`src/rtl/dsadc_pkg.sv`:
```
package dsadc_pkg;

    typedef enum logic [2:0] {
        ST_IDLE  = 3'd0,
        ST_GAP_A = 3'd1,
        ST_INTEG = 3'd2,
        ST_GAP_B = 3'd3,
        ST_DEINT = 3'd4,
        ST_GAP_C = 3'd5,
        ST_AZERO = 3'd6,
        ST_GAP_D = 3'd7
    } seq_state_e;

endpackage

```
`src/rtl/dsadc_counter.sv`:
```
module dsadc_counter #(
    parameter int CW = 8
) (
    input  logic          clk,
    input  logic          rst_n,
    input  logic          clr_i,
    input  logic          inc_i,
    output logic [CW-1:0] cnt_o
);

    logic [CW-1:0] cnt_d, cnt_q;

    always_comb begin
        cnt_d = cnt_q;
        if (clr_i)
            cnt_d = '0;
        else if (inc_i)
            cnt_d = cnt_q + 1'b1;
    end

    always_ff @(posedge clk or negedge rst_n) begin
        if (!rst_n)
            cnt_q <= '0;
        else
            cnt_q <= cnt_d;
    end

    assign cnt_o = cnt_q;


    clear_wins_chk: assert property (@(posedge clk) disable iff (!rst_n)
        clr_i |=> (cnt_q == '0));

endmodule

```
`src/rtl/dsadc_switch_dec.sv`:
```
module dsadc_switch_dec
    import dsadc_pkg::*;
(
    input  logic       clk,
    input  logic       rst_n,
    input  seq_state_e state_i,
    output logic       sw_in_o,
    output logic       sw_ref_o,
    output logic       sw_az_o,
    output logic       busy_o
);

    always_comb begin
        sw_in_o  = (state_i == ST_INTEG);
        sw_ref_o = (state_i == ST_DEINT);
        sw_az_o  = (state_i == ST_AZERO);
        busy_o   = (state_i != ST_IDLE);
    end


    one_switch_chk: assert property (@(posedge clk) disable iff (!rst_n)
        $onehot0({sw_in_o, sw_ref_o, sw_az_o}));


    in_break_chk: assert property (@(posedge clk) disable iff (!rst_n)
        $fell(sw_in_o) |-> !(sw_ref_o || sw_az_o));


    ref_break_chk: assert property (@(posedge clk) disable iff (!rst_n)
        $fell(sw_ref_o) |-> !(sw_in_o || sw_az_o));


    az_break_chk: assert property (@(posedge clk) disable iff (!rst_n)
        $fell(sw_az_o) |-> !(sw_in_o || sw_ref_o));

endmodule

```
`src/rtl/dsadc_fsm.sv`:
```
module dsadc_fsm
    import dsadc_pkg::*;
#(
    parameter int N         = 8,
    parameter int AZ_CYCLES = 32,
    parameter int CW        = 8
) (
    input  logic          clk,
    input  logic          rst_n,
    input  logic          start_i,
    input  logic          cmp_i,
    input  logic [CW-1:0] cnt_i,
    output logic          cnt_clr_o,
    output logic          cnt_inc_o,
    output seq_state_e    state_o,
    output logic [N-1:0]  result_o,
    output logic          ovr_o,
    output logic          valid_o
);

    localparam logic [CW-1:0] WIN_LAST = CW'((64'd1 << N) - 64'd1);
    localparam logic [CW-1:0] AZ_LAST  = CW'(AZ_CYCLES - 1);

    typedef struct packed {
        seq_state_e   state;
        logic [N-1:0] result;
        logic         ovr;
        logic         valid;
    } fsm_regs_t;

    fsm_regs_t r_d, r_q;

    always_comb begin
        r_d       = r_q;
        r_d.valid = 1'b0;
        cnt_clr_o = 1'b0;
        cnt_inc_o = 1'b0;
        unique case (r_q.state)
            ST_IDLE: begin
                cnt_clr_o = 1'b1;
                if (start_i)
                    r_d.state = ST_GAP_A;
            end
            ST_GAP_A: begin
                cnt_clr_o = 1'b1;
                r_d.state = ST_INTEG;
            end
            ST_INTEG: begin
                if (cnt_i == WIN_LAST) begin
                    cnt_clr_o = 1'b1;
                    r_d.state = ST_GAP_B;
                end else begin
                    cnt_inc_o = 1'b1;
                end
            end
            ST_GAP_B: begin
                cnt_clr_o = 1'b1;
                r_d.state = ST_DEINT;
            end
            ST_DEINT: begin
                if (cmp_i) begin
                    r_d.result = cnt_i[N-1:0];
                    r_d.ovr    = 1'b0;
                    r_d.valid  = 1'b1;
                    r_d.state  = ST_GAP_C;
                    cnt_clr_o  = 1'b1;
                end else if (cnt_i == WIN_LAST) begin
                    r_d.result = '1;
                    r_d.ovr    = 1'b1;
                    r_d.valid  = 1'b1;
                    r_d.state  = ST_GAP_C;
                    cnt_clr_o  = 1'b1;
                end else begin
                    cnt_inc_o = 1'b1;
                end
            end
            ST_GAP_C: begin
                cnt_clr_o = 1'b1;
                r_d.state = ST_AZERO;
            end
            ST_AZERO: begin
                if (cnt_i == AZ_LAST) begin
                    cnt_clr_o = 1'b1;
                    r_d.state = ST_GAP_D;
                end else begin
                    cnt_inc_o = 1'b1;
                end
            end
            ST_GAP_D: begin
                cnt_clr_o = 1'b1;
                r_d.state = ST_IDLE;
            end
            default: begin
                cnt_clr_o = 1'b1;
                r_d.state = ST_IDLE;
            end
        endcase
    end

    always_ff @(posedge clk or negedge rst_n) begin
        if (!rst_n) begin
            r_q.state  <= ST_IDLE;
            r_q.result <= '0;
            r_q.ovr    <= 1'b0;
            r_q.valid  <= 1'b0;
        end else begin
            r_q <= r_d;
        end
    end

    assign state_o  = r_q.state;
    assign result_o = r_q.result;
    assign ovr_o    = r_q.ovr;
    assign valid_o  = r_q.valid;


    valid_pulse_chk: assert property (@(posedge clk) disable iff (!rst_n)
        valid_o |=> !valid_o);


    result_hold_chk: assert property (@(posedge clk) disable iff (!rst_n)
        !valid_o |-> ($stable(result_o) && $stable(ovr_o)));


    ovr_full_chk: assert property (@(posedge clk) disable iff (!rst_n)
        ovr_o |-> (result_o == {N{1'b1}}));


    integ_entry_chk: assert property (@(posedge clk) disable iff (!rst_n)
        (r_q.state == ST_INTEG && $past(r_q.state) != ST_INTEG)
            |-> ($past(r_q.state) == ST_GAP_A));


    deint_bound_chk: assert property (@(posedge clk) disable iff (!rst_n)
        (r_q.state == ST_DEINT) |-> (cnt_i <= WIN_LAST));

endmodule

```
`src/rtl/dsadc_seq.sv`:
```
module dsadc_seq #(
    parameter int N         = 8,
    parameter int AZ_CYCLES = 32
) (
    input  logic         clk,
    input  logic         rst_n,
    input  logic         start_i,
    input  logic         cmp_i,
    output logic         sw_in_o,
    output logic         sw_ref_o,
    output logic         sw_az_o,
    output logic [N-1:0] result_o,
    output logic         ovr_o,
    output logic         valid_o,
    output logic         busy_o
);

    import dsadc_pkg::*;

    localparam int AZW = (AZ_CYCLES > 1) ? $clog2(AZ_CYCLES) : 1;
    localparam int CW  = (N > AZW) ? N : AZW;

    logic          cnt_clr, cnt_inc;
    logic [CW-1:0] cnt;
    seq_state_e    state;

    dsadc_counter #(.CW(CW)) u_cnt (
        .clk   (clk),
        .rst_n (rst_n),
        .clr_i (cnt_clr),
        .inc_i (cnt_inc),
        .cnt_o (cnt)
    );

    dsadc_fsm #(.N(N), .AZ_CYCLES(AZ_CYCLES), .CW(CW)) u_fsm (
        .clk       (clk),
        .rst_n     (rst_n),
        .start_i   (start_i),
        .cmp_i     (cmp_i),
        .cnt_i     (cnt),
        .cnt_clr_o (cnt_clr),
        .cnt_inc_o (cnt_inc),
        .state_o   (state),
        .result_o  (result_o),
        .ovr_o     (ovr_o),
        .valid_o   (valid_o)
    );

    dsadc_switch_dec u_dec (
        .clk      (clk),
        .rst_n    (rst_n),
        .state_i  (state),
        .sw_in_o  (sw_in_o),
        .sw_ref_o (sw_ref_o),
        .sw_az_o  (sw_az_o),
        .busy_o   (busy_o)
    );


    start_busy_chk: assert property (@(posedge clk) disable iff (!rst_n)
        (!busy_o && start_i) |=> (busy_o && !sw_in_o));

endmodule

```
`config.mk`:
```
export PLATFORM = sky130hd
export DESIGN_NAME = dsadc_seq
export DESIGN_NICKNAME = d
export VERILOG_FILES = /design/src/rtl/dsadc_pkg.sv /design/src/rtl/dsadc_counter.sv /design/src/rtl/dsadc_switch_dec.sv /design/src/rtl/dsadc_fsm.sv /design/src/rtl/dsadc_seq.sv
export SDC_FILE = /design/constraint.sdc
export NUM_CORES = 1
export LEC_CHECK = 0
export BUFFER_PORTS_ARGS = -buffer_cell sky130_fd_sc_hd__buf_4
export CAP_MARGIN = 0
export CELL_PAD_IN_SITES_DETAIL_PLACEMENT = 0
export CELL_PAD_IN_SITES_GLOBAL_PLACEMENT = 2
export CORE_MARGIN = 2
export CORE_UTILIZATION = 31
export DETAILED_ROUTE_END_ITERATION = 16
export HOLD_SLACK_MARGIN = 0.1
export PLACE_DENSITY = 0.71
export SYNTH_ARGS = -nofsm -noshare
export SYNTH_HDL_FRONTEND = slang
export SYNTH_SLANG_ARGS = --single-unit
export TNS_END_PERCENT = 5
```
`constraint.sdc`:
```
create_clock -name clk -period 1.7 [get_ports clk]
set_input_delay 0.085 -clock clk [delete_from_list [all_inputs] [get_ports clk]]
set_output_delay 0.085 -clock clk [all_outputs]
set_load 0.1 [all_outputs]
```
==> reports/qor.log <==
qor: final_layout.areaGrowthSynthToFinish 30.66%
qor: global_route.first_global_vias 746
qor: route.firstDrtPassIters 4
qor: yosys.post_synth.cell_area_avg 11.46 µm²
qor: route.detailedRoute.firstIterationViolations 32
qor: pwr.p_leak 0.5725 nW
qor: pwr.peakVddDrop 0.4402 mV
qor: global_route.grt.overflow.total 0
qor: yosys.net_count_after_synthesis 88
qor: setup_path.reg2reg_from u_cnt.cnt_o[0]$_DFFE_PN0P_
qor: pwr.intPower 0.0005967 W
qor: global_route.globalRoute.busiestLayer met2
qor: run_status.outcome complete, no violations
qor: global_route.antenna_found_initial 0
qor: placement.place.port_buffers 17
qor: global_route.gr-usage-met2 0.2072
qor: yosys.ys_types 30
qor: setup_path.worst_setup_path_end_kind output pin
qor: pwr.power_switching_share 0.2264
qor: yosys.post_synth_main_area_contributors sky130_fd_sc_hd__dfrtp_1, sky130_fd_sc_hd__o22a_1, sky130_fd_sc_hd__xor2_1
qor: setup_path.critPathLaunchType flop
qor: setup_path.worst_r2r_endpoint u_fsm.result_o[2]$_DFFE_PN0P_
qor: setup_path.worst-setup-path-type reg2out
qor: timing.grt_setup_unrepaired false
qor: yosys.yosys_warnings 0
qor: final_layout.antenna-diode-count 0
qor: yosys.fraction_of_synthesis_flops_using_an_asynchronous_set_or_reset_pin 1.000
qor: floorplan.design.die.area 3527 µm²
qor: yosys.netlist.top_cell.by_area sky130_fd_sc_hd__dfrtp_1
qor: pwr.seq_power_share 0.648
qor: timing.timing.final.setup_violations 0
qor: final_layout.layout.cells.non_filler 145
qor: pwr.power_frac_clock 0.322
qor: clocking.h_tree_level_count 1
qor: setup_path.setup.reg_to_reg.worst_slack 120 ps
qor: pwr.power.share.combinational 0.030
qor: route.drc 0
qor: placement.placement.cell_area 1175 µm²
qor: route.detail-route-antenna-nets 0
qor: final_layout.final_core_area_utilization 0.4172
qor: route.postRouteWirelength 2025 µm
qor: final_layout.design.final.nets 118
qor: clocking.worst_skew_pair.late_latency 300 ps
qor: yosys.synth_commonest_cells sky130_fd_sc_hd__dfrtp_1, sky130_fd_sc_hd__nor2_1, sky130_fd_sc_hd__o22a_1
qor: setup_path.critPathLaunch u_fsm.state_o[0]$_DFFE_PN0P_
qor: yosys.number_of_synthesized_flops_with_an_enable_pin 0
qor: timing.worst_max_slew_pin_slew 327.6 ps
qor: yosys.synth.cell_area 950.9 µm²
qor: global_route.first_pass_grt_wire_length 3415 µm
qor: timing.setup_skew_after_layout 1.343 ps
qor: global_route.grtUsageTotal 0.1341
qor: setup_path.timing.critical_path.arrival 1510 ps
qor: timing.drv_slew 0
qor: floorplan.fp.dieH 59.39 µm
qor: setup_path.worstPathRequired 1620 ps
qor: timing.worst_slack 103.5 ps
qor: final_layout.fin_area 1242 µm²
qor: yosys.post-synth-top-count-cell sky130_fd_sc_hd__dfrtp_1
qor: global_route.met3_resource_use_gr 0.02620
qor: timing.final_worst_path_cycle_share 0.9391
qor: timing.hold-worst-slack 145.9 ps
qor: timing.max-slew-margin-rel 0.7816
qor: clocking.tritoncts.num_buffers 3
qor: clocking.cts.sink_count 21
qor: worst_hold_path.hold_path_depth 4
qor: placement.place.detailed.instances 138
qor: floorplan.io-pin-count 18
qor: clocking.path_clk_slew 120 ps
qor: worst_hold_path.worst_hold_startpoint start_i
qor: clocking.cts.path.max_buffers 2
qor: setup_path.worst_reg2reg_path_length_in_cells 6
qor: route.via_count 723
qor: timing.timing_limited_maximum_frequency 0.6264 GHz
qor: floorplan.floorplan.core_area 2978 µm²
qor: clocking.cts.root.buffer_cell sky130_fd_sc_hd__clkbuf_4
qor: timing.timing.final.hold_violations 0
qor: run.cap_violations 0
qor: floorplan.die_x 59.39 µm
qor: pwr.power.net_switching 0.0001746 W
qor: route.wl_per_cell 13.97 µm
qor: yosys.syn-instance-count 83
qor: global_route.grt_use_met1 0.1777
qor: placement.detailedPlace.worstSlack 102.2 ps
qor: yosys.synth_ff_type sky130_fd_sc_hd__dfrtp_1
qor: yosys.synth.top_cell.area_share 0.5526
qor: timing.post-route-min-period 1597 ps
qor: yosys.synth.ff_latch_count 21
qor: floorplan.initial_core_util 0.3193
qor: placement.detailed_place_hpwl 1473 µm
qor: worst_hold_path.whs_endpoint u_fsm.state_o[0]$_DFFE_PN0P_
qor: final_layout.final_layout_size_suffix_gt1_frac 0.3214
qor: route.mean_number_of_vias_per_cell 4.986
qor: global_route.grt_max_degree 22
qor: floorplan.placementRows 20
qor: yosys.synth_seq_area_share 0.5526
qor: clocking.tritoncts done
qor: worst_hold_path.hold_path_class in2reg
qor: setup_path.critPathMaxFanout 8
qor: placement.place_congestion 0.6839
qor: pwr.ratio_of_total_power_to_cell_area 620.8 nW/µm²
[power by group through the flow]
| stage | combinational (W) | sequential, W | clock, W |
|---|---|---|---|
| floorplan | 0.00000223 | 0.000509 | 0 |
| CTS | 0.0000245 | 0.000499 | 0.000259 |
| global route | 0.0000265 | 0.000500 | 0.000281 |
| global placement | 0.0000205 | 0.000509 | 0 |
| finish | 0.0000234 | 0.000499 | 0.000248 |
| detailed placement | 0.0000207 | 0.000509 | 0 |
[worst max-delay path by stage]
stage / endpoint / slack (ps) / depth (start not counted)
after floorplan: sw_az_o / -400 / 3
after global placement: u_fsm.state_o[0]$_DFFE_PN0P_ / 120 / 6
after detailed placement: u_fsm.state_o[0]$_DFFE_PN0P_ / 100 / 6
after CTS: sw_ref_o / 50 / 5
after global routing: sw_ref_o / 9 / 5
final: sw_az_o / 100 / 3
[state kept, by name (all words and copies together), names as in the netlist]
register and cells:
u_fsm.ovr_o 1, u_fsm.result_o 8, u_fsm.valid_o 1, u_cnt.cnt_o 8, u_fsm.state_o 3
[through the flow]
stage | TNS (ps) | power, W
floorplan | -4707 | 0.0005114
global placement | 0 | 0.0005295
detailed placement | 0 | 0.0005296
CTS | 0 | 0.0007826
global route | 0 | 0.0008067
finish | 0 | 0.0007713
[per-layer routing]
metal / vias to the layer above / wire length [µm] / share of wire
li1: 353 / - / -
met1: 355 / 976 / 0.48
met2: 13 / 963 / 0.48
met3: 2 / 68 / 0.034
met4: 0 / 18 / 0.0089
met5: - / 0 / 0
[repair_timing]
action,in CTS,in global routing
buffers inserted,0,1
endpoints found under the hold margin,22,0
setup endpoints to repair,1,5
hold buffers,2,0
resized for setup,1,2
[final cells by class]
class	count	area, µm²
inverters	1	3.754
multi-input cells	57	409.1
repair buffers	29	235.2
well taps	33	41.29
clock inverters	1	5.005
flip-flops and latches	21	525.5
clock buffers	3	22.52
fillers	293	1735
[critical path, stage by stage (launching register included)]
cell and delay [ps]:
sky130_fd_sc_hd__dfrtp_1 510, sky130_fd_sc_hd__nand2b_1 270, sky130_fd_sc_hd__nor2_1 130, sky130_fd_sc_hd__buf_4 300
[cells in the final DEF, fill, tap and decap left out, types with 2 or more instances in the layout]
master	Yosys	routed
sky130_fd_sc_hd__nor2_1	10	10
sky130_fd_sc_hd__a21oi_1	3	3
sky130_fd_sc_hd__nand2_1	6	5
sky130_fd_sc_hd__o22a_1	8	8
sky130_fd_sc_hd__xor2_1	5	5
sky130_fd_sc_hd__buf_4	1	26
sky130_fd_sc_hd__nand3_1	2	2
sky130_fd_sc_hd__nand4_1	2	2
sky130_fd_sc_hd__dlygate4sd3_1	0	2
sky130_fd_sc_hd__nor2b_1	2	2
sky130_fd_sc_hd__xnor2_1	3	3
sky130_fd_sc_hd__clkbuf_4	0	3
sky130_fd_sc_hd__dfrtp_1	21	21
[kinds of logic (layout without fill, tap and decap cells)]
| family | after synthesis | after routing | share of synthesized area |
|---|---|---|---|
| adders and majority gates | 1 | 1 | 0.01316 |
| xor gates and xnor gates | 8 | 8 | 0.07369 |
| AOI/OAI and AO/OA | 17 | 17 | 0.1632 |
| and+or+nand+nor | 31 | 31 | 0.1711 |
| buffers and inverters | 5 | 34 | 0.02631 |
| DFF | 21 | 21 | 0.5526 |
(Power assumes the default switching activity.)
